$ cat config.mk
export PLATFORM = sky130hd
export DESIGN_NAME = line_readout_seq
export DESIGN_NICKNAME = d
export VERILOG_FILES = /design/src/rtl/line_readout_pkg.sv /design/src/rtl/line_readout_ctrl.sv /design/src/rtl/line_readout_data.sv /design/src/rtl/line_readout_seq.sv
export SDC_FILE = /design/constraint.sdc
export NUM_CORES = 2
export LEC_CHECK = 0
export CAP_MARGIN = 40
export CORE_AREA = 2 2 509 511
export DETAILED_ROUTE_END_ITERATION = 8
export DIE_AREA = 0 0 511 513
export PLACE_DENSITY = 0.44
export SKIP_LAST_GASP = 1
export SLEW_MARGIN = 20
export SYNTH_ARGS = -nofsm -noshare
export SYNTH_HDL_FRONTEND = slang
export SYNTH_SLANG_ARGS = --single-unit
$ cat constraint.sdc
create_clock -name clk -period 2.2 [get_ports clk]
set_input_delay 0.66 -clock clk [delete_from_list [all_inputs] [get_ports clk]]
set_output_delay 0.66 -clock clk [all_outputs]
set_load 0.01 [all_outputs]
$ cat src/rtl/line_readout_pkg.sv
package line_readout_pkg;
  typedef struct packed {
    logic capture;      // start accepted this edge
    logic resetActive;  // integrator reset window open
    logic outEn;        // scan in progress
  } seqStrobes_t;
endpackage

$ cat src/rtl/line_readout_ctrl.sv
module line_readout_ctrl
  import line_readout_pkg::*;
#(
  parameter int NUM_PIX  = 128,
  parameter int RST_CLKS = 18
) (
  input  logic               clk,
  input  logic               rstN,
  input  logic               startIn,
  output logic [NUM_PIX-1:0] pixSel,
  output logic               holdStb,
  output logic               intReset,
  output logic               outEn,
  output logic               protoErr,
  output seqStrobes_t        strobes
);
  localparam int CNT_W = $clog2(RST_CLKS + 1);

  logic [CNT_W-1:0] rstCnt;
  logic             accept;

  assign accept = startIn && !outEn;

  always_ff @(posedge clk) begin
    if (!rstN) begin
      pixSel   <= '0;
      outEn    <= 1'b0;
      holdStb  <= 1'b0;
      intReset <= 1'b0;
      rstCnt   <= '0;
      protoErr <= 1'b0;
    end else begin
      holdStb <= accept;
      if (startIn && outEn) protoErr <= 1'b1;
      if (accept) begin
        pixSel   <= NUM_PIX'(1);
        outEn    <= 1'b1;
        intReset <= 1'b1;
        rstCnt   <= CNT_W'(1);
      end else begin
        pixSel <= pixSel << 1;
        if (pixSel[NUM_PIX-1]) outEn <= 1'b0;
        if (intReset) begin
          if (rstCnt == CNT_W'(RST_CLKS)) intReset <= 1'b0;
          else rstCnt <= rstCnt + 1'b1;
        end
      end
    end
  end

  assign strobes.capture     = accept;
  assign strobes.resetActive = intReset;
  assign strobes.outEn       = outEn;

  p_onehot_sel_r3: assert property (@(posedge clk) disable iff (!rstN)
    $onehot0(pixSel));
  p_first_pixel_r3: assert property (@(posedge clk) disable iff (!rstN)
    holdStb |-> pixSel[0]);
  p_enable_tracks_sel_r5: assert property (@(posedge clk) disable iff (!rstN)
    outEn == (pixSel != '0));
  p_hold_single_r2: assert property (@(posedge clk) disable iff (!rstN)
    holdStb |=> !holdStb);
  p_reset_opens_r4: assert property (@(posedge clk) disable iff (!rstN)
    holdStb |-> intReset);
  p_err_sticky_r8: assert property (@(posedge clk) disable iff (!rstN)
    protoErr |=> protoErr);
endmodule

$ cat src/rtl/line_readout_data.sv
module line_readout_data
  import line_readout_pkg::*;
#(
  parameter int NUM_PIX = 128,
  parameter int PIX_W   = 8
) (
  input  logic                     clk,
  input  logic                     rstN,
  input  seqStrobes_t              strobes,
  input  logic [NUM_PIX-1:0]       pixSel,
  input  logic [NUM_PIX*PIX_W-1:0] pixData,
  output logic [PIX_W-1:0]         pixOut,
  output logic [NUM_PIX-1:0]       sampleConn
);
  logic [NUM_PIX*PIX_W-1:0] heldVals;
  logic [NUM_PIX-1:0]       passedMask;

  always_ff @(posedge clk) begin
    if (!rstN) begin
      heldVals   <= '0;
      passedMask <= '1;
    end else if (strobes.capture) begin
      heldVals   <= pixData;
      passedMask <= '0;
    end else begin
      passedMask <= passedMask | pixSel;
    end
  end

  assign sampleConn = passedMask & {NUM_PIX{!strobes.resetActive}};

  always_comb begin
    pixOut = '0;
    for (int i = 0; i < NUM_PIX; i++)
      pixOut = pixOut | (heldVals[i*PIX_W +: PIX_W] & {PIX_W{pixSel[i]}});
  end

  p_hold_disconnect_r7: assert property (@(posedge clk) disable iff (!rstN)
    strobes.capture |=> (sampleConn == '0));
  p_idle_connected_r7: assert property (@(posedge clk) disable iff (!rstN)
    (!strobes.outEn && !strobes.resetActive) |-> (sampleConn == '1));
  p_idle_quiet_r6: assert property (@(posedge clk) disable iff (!rstN)
    !strobes.outEn |-> (pixOut == '0));
endmodule

$ cat src/rtl/line_readout_seq.sv
module line_readout_seq
  import line_readout_pkg::*;
#(
  parameter int NUM_PIX  = 128,
  parameter int PIX_W    = 8,
  parameter int RST_CLKS = 18
) (
  input  logic                     clk,
  input  logic                     rstN,
  input  logic                     startIn,
  input  logic [NUM_PIX*PIX_W-1:0] pixData,
  output logic [NUM_PIX-1:0]       pixSel,
  output logic                     holdStb,
  output logic                     intReset,
  output logic                     outEn,
  output logic [PIX_W-1:0]         pixOut,
  output logic [NUM_PIX-1:0]       sampleConn,
  output logic                     protoErr
);
  seqStrobes_t strobes;

  line_readout_ctrl #(.NUM_PIX(NUM_PIX), .RST_CLKS(RST_CLKS)) u_ctrl (
    .clk(clk), .rstN(rstN), .startIn(startIn),
    .pixSel(pixSel), .holdStb(holdStb), .intReset(intReset),
    .outEn(outEn), .protoErr(protoErr), .strobes(strobes)
  );

  line_readout_data #(.NUM_PIX(NUM_PIX), .PIX_W(PIX_W)) u_data (
    .clk(clk), .rstN(rstN), .strobes(strobes), .pixSel(pixSel),
    .pixData(pixData), .pixOut(pixOut), .sampleConn(sampleConn)
  );
endmodule

# After elaboration in Yosys (flattened, before gate mapping)
# Cells that the tools add are included.
[op_classes] reduce_logical=9 bitwise_logic=259 mux=10 n_eq_ne=2 multipliers=0 order_cmp=0 n_shift=0 n_addsub=1 div_mod_pow=0
[op_table] operator="8-bit bitwise AND" n=128
[op_table] operator="8-bit bitwise OR" n=127
[op_table] operator="128-bit bitwise AND" n=1
[op_table] operator="128-bit two-way mux" n=1
[op_table] operator="128-bit bitwise OR" n=1
[op_table] operator="1-bit two-way mux" n=9
[op_table] operator="5-bit by 1-bit adder with 5-bit output, second input constant" n=1
[op_table] operator="5-bit equality test, second input constant" n=1
[op_table] operator="2-bit AND reduction" n=2
[op_table] operator="2-bit nonzero test" n=2
[op_table] operator="1-bit logical AND" n=2
[op_table] operator="1-bit zero test" n=2
[op_table] operator="2-bit by 1-bit != test with 1-bit output, second input constant" n=1
[op_table] operator="1-bit NOT" n=2
[op_table] operator="2-bit OR reduction" n=1
[totals] ramBits=0 reg_bits=1289 output_inout_bits=268 n_memories=0 romBits=0 word_cells=291 latch_bits=0 input_bits=1027

# Depth between registers and ports, before layout
[depth] depth_word=128 ltp_mapped=8 depth_no_buf=7

# Cells and area by module
# From an unflattened synthesis, not the netlist that was laid out.
[unflattened] hier_cells=4942 hier_area_um2=52416.5
[by_module_without_submodules] module="line_readout_data" cells_per_inst=4614 area_each_um2=48519.0 seq_area_each_um2=23062.1 instances=1
[by_module_without_submodules] module="line_readout_ctrl" cells_per_inst=328 area_each_um2=3897.5 seq_area_each_um2=2722.6 instances=1

# Least setup slack after synthesis
# OpenSTA, ideal clock, no wires.
[synth_timing] kind="reg2out" from="register u_ctrl.pixSel[24]" to="output pixOut[0]" setup_slack_ns=0.068 required_ns=1.540 n_path_buf=1 arrival_ns=1.472 path_stages_with_launch=7 path_cell_list="dfxtp_1 -> clkbuf_1 -> a22o_1 -> a221oi_1 -> nand4_1 -> nor4_1 -> nand3_1"
[synth_between] elab_chain_len=105
[synth_lines] item="start, declared" line="line_readout_ctrl.sv:10" text="output logic [NUM_PIX-1:0] pixSel,"
[synth_lines] item="start signal, assigned" line="line_readout_ctrl.sv:41" text="pixSel <= pixSel << 1;"
[synth_lines] item="8-bit bitwise AND" line="line_readout_data.sv:35" text="pixOut = pixOut | (heldVals[i*PIX_W +: PIX_W] & {PIX_W{pixSel[i]}});"
[synth_lines] item="8-bit bitwise OR (104 in series)" line="line_readout_data.sv:35"
[synth_lines] item="end, declared" line="line_readout_seq.sv:16" text="output logic [PIX_W-1:0] pixOut,"
# Every way passes these cells.

# Worst setup path in the final report
[layout_timing] from="register u_ctrl.pixSel[98]" to="output pixOut[3]"
[layout_between] elab_chain_len=31
[layout_lines] item="8-bit bitwise AND" line="line_readout_data.sv:35"
[layout_lines] item="8-bit bitwise OR (30 in series)" line="line_readout_data.sv:35"
# Every way passes these cells.

==> run summary <==
post-synth net total = 4940
Crit path required time = 1.54 ns
utilization after layout = 0.315
hpwl dp = 251 mm
final wirelength = 322 mm
share of cells above drive strength 1 = 0.343
power per cell area = 751 mW/mm2
final hold violations = 0
CTS Hold Buffers Added = 0
largest net degree at the start of global routing = 90
die area = 0.262 mm2
Root Buffer = clkbuf_16
ANT nets after route = 0
DR vias/cell = 4.60
final setup fails = 199
DR WL met3 = 19.7 mm
cell count after placement = 9284
crit-path cells = a22o_1 > a221oi_2 > buf_4 > nand4_1 > buf_4 > nor4_4 > buf_4 > nand3_4 > buf_6
Worst Tran Pin Value = 0.826 ns
Setup TNS = -76.65 ns
unrepaired setup endpoints after global routing = yes
cell family with most CP delay = simple AND/OR/NAND/NOR gates
clock tree buffer depth = 3
M1 wire length = 132 mm
io pins = 1295
Crit path top cell by count = buf_4
Max FO, Critical Path = 3
clock buffer count from CTS = 158
Buf+Inv Stages, Crit Path = 4
min Tclk post-route = 4.12 ns
core area = 0.256 mm2
Synth cell types = 27
Post-synth EDFFs = 0
Layout Nets = 7345
crit path kind = flop to primary output
DRT Pass-1 Iters = 8
fin crit share = 1.87
Worst Skew = 0.0451 ns
vias in the first global route = 46017
Num Clock Sinks = 1288
synthesized area = 0.0447 mm2
first-pass GRT wire length = 423 mm
leakage power = 34.4 nW
Reg clk slew, reported paths = 0.06 ns
synth warn = 0
Iter 0 DRT Violations = 3620
# DRC = 0
# rows = 186
GRT Util Overall = 0.236
status = finished, violations left
initial antenna violation count = 123
top sig layer = met5
htree depth = 4
number of max-slew violations in the final report = 0
Avg Cell Area, Syn = 11.4 um2
WP data arrival = 3.46 ns
met2 routed WL = 157 mm
Main synth FF type = dfxtp_1
worst vdd ir = 0.724 mV
Remaining Overflow, GRT = 0
Starting Density = 0.175
post-synthesis sequential area ratio = 0.577
fmax = 0.243 GHz
Critical Path Slowest Stage Cell = nor4_4
startpoint types = flop
HP Class = primary input to flop
port bufs = 1294
DIE HEIGHT = 513 um
worst skew pair latency = 0.80 ns
crit path capture type = primary output
cells after synthesis = 3911
maxcap violations = 0
die width = 511 um
post-synthesis register bit count = 1288
Final WS setup = -1.92 ns
Placer Congestion = 0.908
CP peak stage delay = 0.68 ns
Layout Cells excl Fill = 9859
violations in the final reports = setup timing
area delta synth->final = 80.3%
CTS tree = built
max-slew headroom at the worst pin = 0.445
vias = 45386
Async SR Flop Fraction = 0
WL/cell = 32.6 um
sequential cells by signal, indices dropped and copies added, names as in the netlist:
name and cells:
u_ctrl.holdStb 1, u_ctrl.intReset 1, u_ctrl.outEn 1, u_ctrl.pixSel 127, u_ctrl.protoErr 1, u_ctrl.rstCnt 5
u_data.heldVals 1024, u_data.passedMask 128
layout by cell type, fill, tap and decap left out, types with 4 or more instances in the layout:
cell             instances
clkbuf_8                33
a221oi_4                 7
diode_2                 40
clkbuf_1                23
nor4_4                  10
buf_12                 180
nand3_1                 13
and3_1                 127
a22oi_1                160
buf_8                   47
a221oi_2                59
dfxtp_4                111
clkinvlp_4               7
dfxtp_2                 18
nor2_1                 134
clkinv_2                34
buf_2                   47
a22o_1                1200
clkdlybuf4s50_1       1026
bufinv_16                7
clkinv_16                4
nor2b_4                 78
buf_16                   9
inv_6                    4
nand4_1                 74
inv_16                   4
dfxtp_1               1159
nand3_2                  4
clkbuf_16              161
buf_6                  339
a221oi_1               110
nor2b_1                 50
nand3_4                  8
a21oi_1                132
buf_4                 1021
nor3_1                   8
cells in the mapped netlist (2+ instances only):
master,instances,area [um2]
nor4_1,16,100
nor2b_1,128,801
buf_1,75,282
buf_6,46,518
ha_1,2,25.0
nand4_1,74,463
clkbuf_1,209,785
nand3_1,25,125
buf_2,96,480
nand2b_1,2,12.5
and3_1,127,795
a221oi_1,176,1540
a22oi_1,160,1200
a21oi_1,132,661
nand2_1,2,7.51
nor2_1,134,503
dfxtp_1,1288,25800
xor2_1,3,26.3
nor3_1,9,45.0
a22o_1,1200,10500
kinds of logic (layout without fill, tap and decap cells):
logic type	Yosys count	after routing	share of synthesized area
AOI/OAI and AO/OA	1668	1668	0.311
and+or+nand+nor	520	520	0.0644
adders and majority gates	2	2	0.000560
DFF	1288	1288	0.577
xor gates and xnor gates	4	4	0.000784
buffers and inverters	429	2953	0.0465
other	0	40	0
worst paths after layout:
kind / startpoint / to / slack (ns) / depth (start not counted)
setup / recovery: u_ctrl.pixSel[98] / pixOut[3] / -1.92 / 9
hold / removal: rstN / u_data.passedMask[58] / 0.09 / 2
setup reg to reg: u_ctrl.outEn / u_data.heldVals[406] / 0.35 / 5
hold reg to reg: u_data.heldVals[691] / u_data.heldVals[691] / 0.48 / 1
report_power, final:
part | total (W) | switching, W | internal, W
registers | 0.0258 | 0.00111 | 0.0247
logic | 0.00796 | 0.00328 | 0.00467
clock network | 0.0268 | 0.0113 | 0.0154
total | 0.0605 | 0.0157 | 0.0448
layer usage:
metal,GRT usage,vias to the layer above
met5,0,-
met4,0.0815,70
met3,0.0537,496
met2,0.410,1972
met1,0.284,22613
li1,-,20235
metrics by stage:
stage	hold WS, ns	worst slack, ns	power, W	instance area, um2
after floorplan	0.431	0.0678	0.0284	44700
after global placement	0.456	-2.38	0.0337	69600
after detailed placement	0.464	-2.35	0.0337	69600
after CTS	0.00352	-2.02	0.0609	79700
after global routing	0.0309	-2.06	0.0626	80600
final	0.0880	-1.92	0.0605	80600
layout make-up:
class	instances	area [um2]
well taps	3384	4230
diodes	40	100
repair buffers	2672	26600
fillers	26095	176000
clock buffers	217	4570
inverters	2	7.51
clock inverters	62	693
flip-flops and latches	1288	26200
multi-input cells	2194	18200
timing repair:
action                     4_1_cts  5_1_grt
resized for setup             1986      250
hold endpoints to repair         0        0
gates cloned                    15        0
pin swaps                       28       18
setup endpoints to repair      268      244
buffers inserted               236       70
Power figures use the tool's default switching activity.
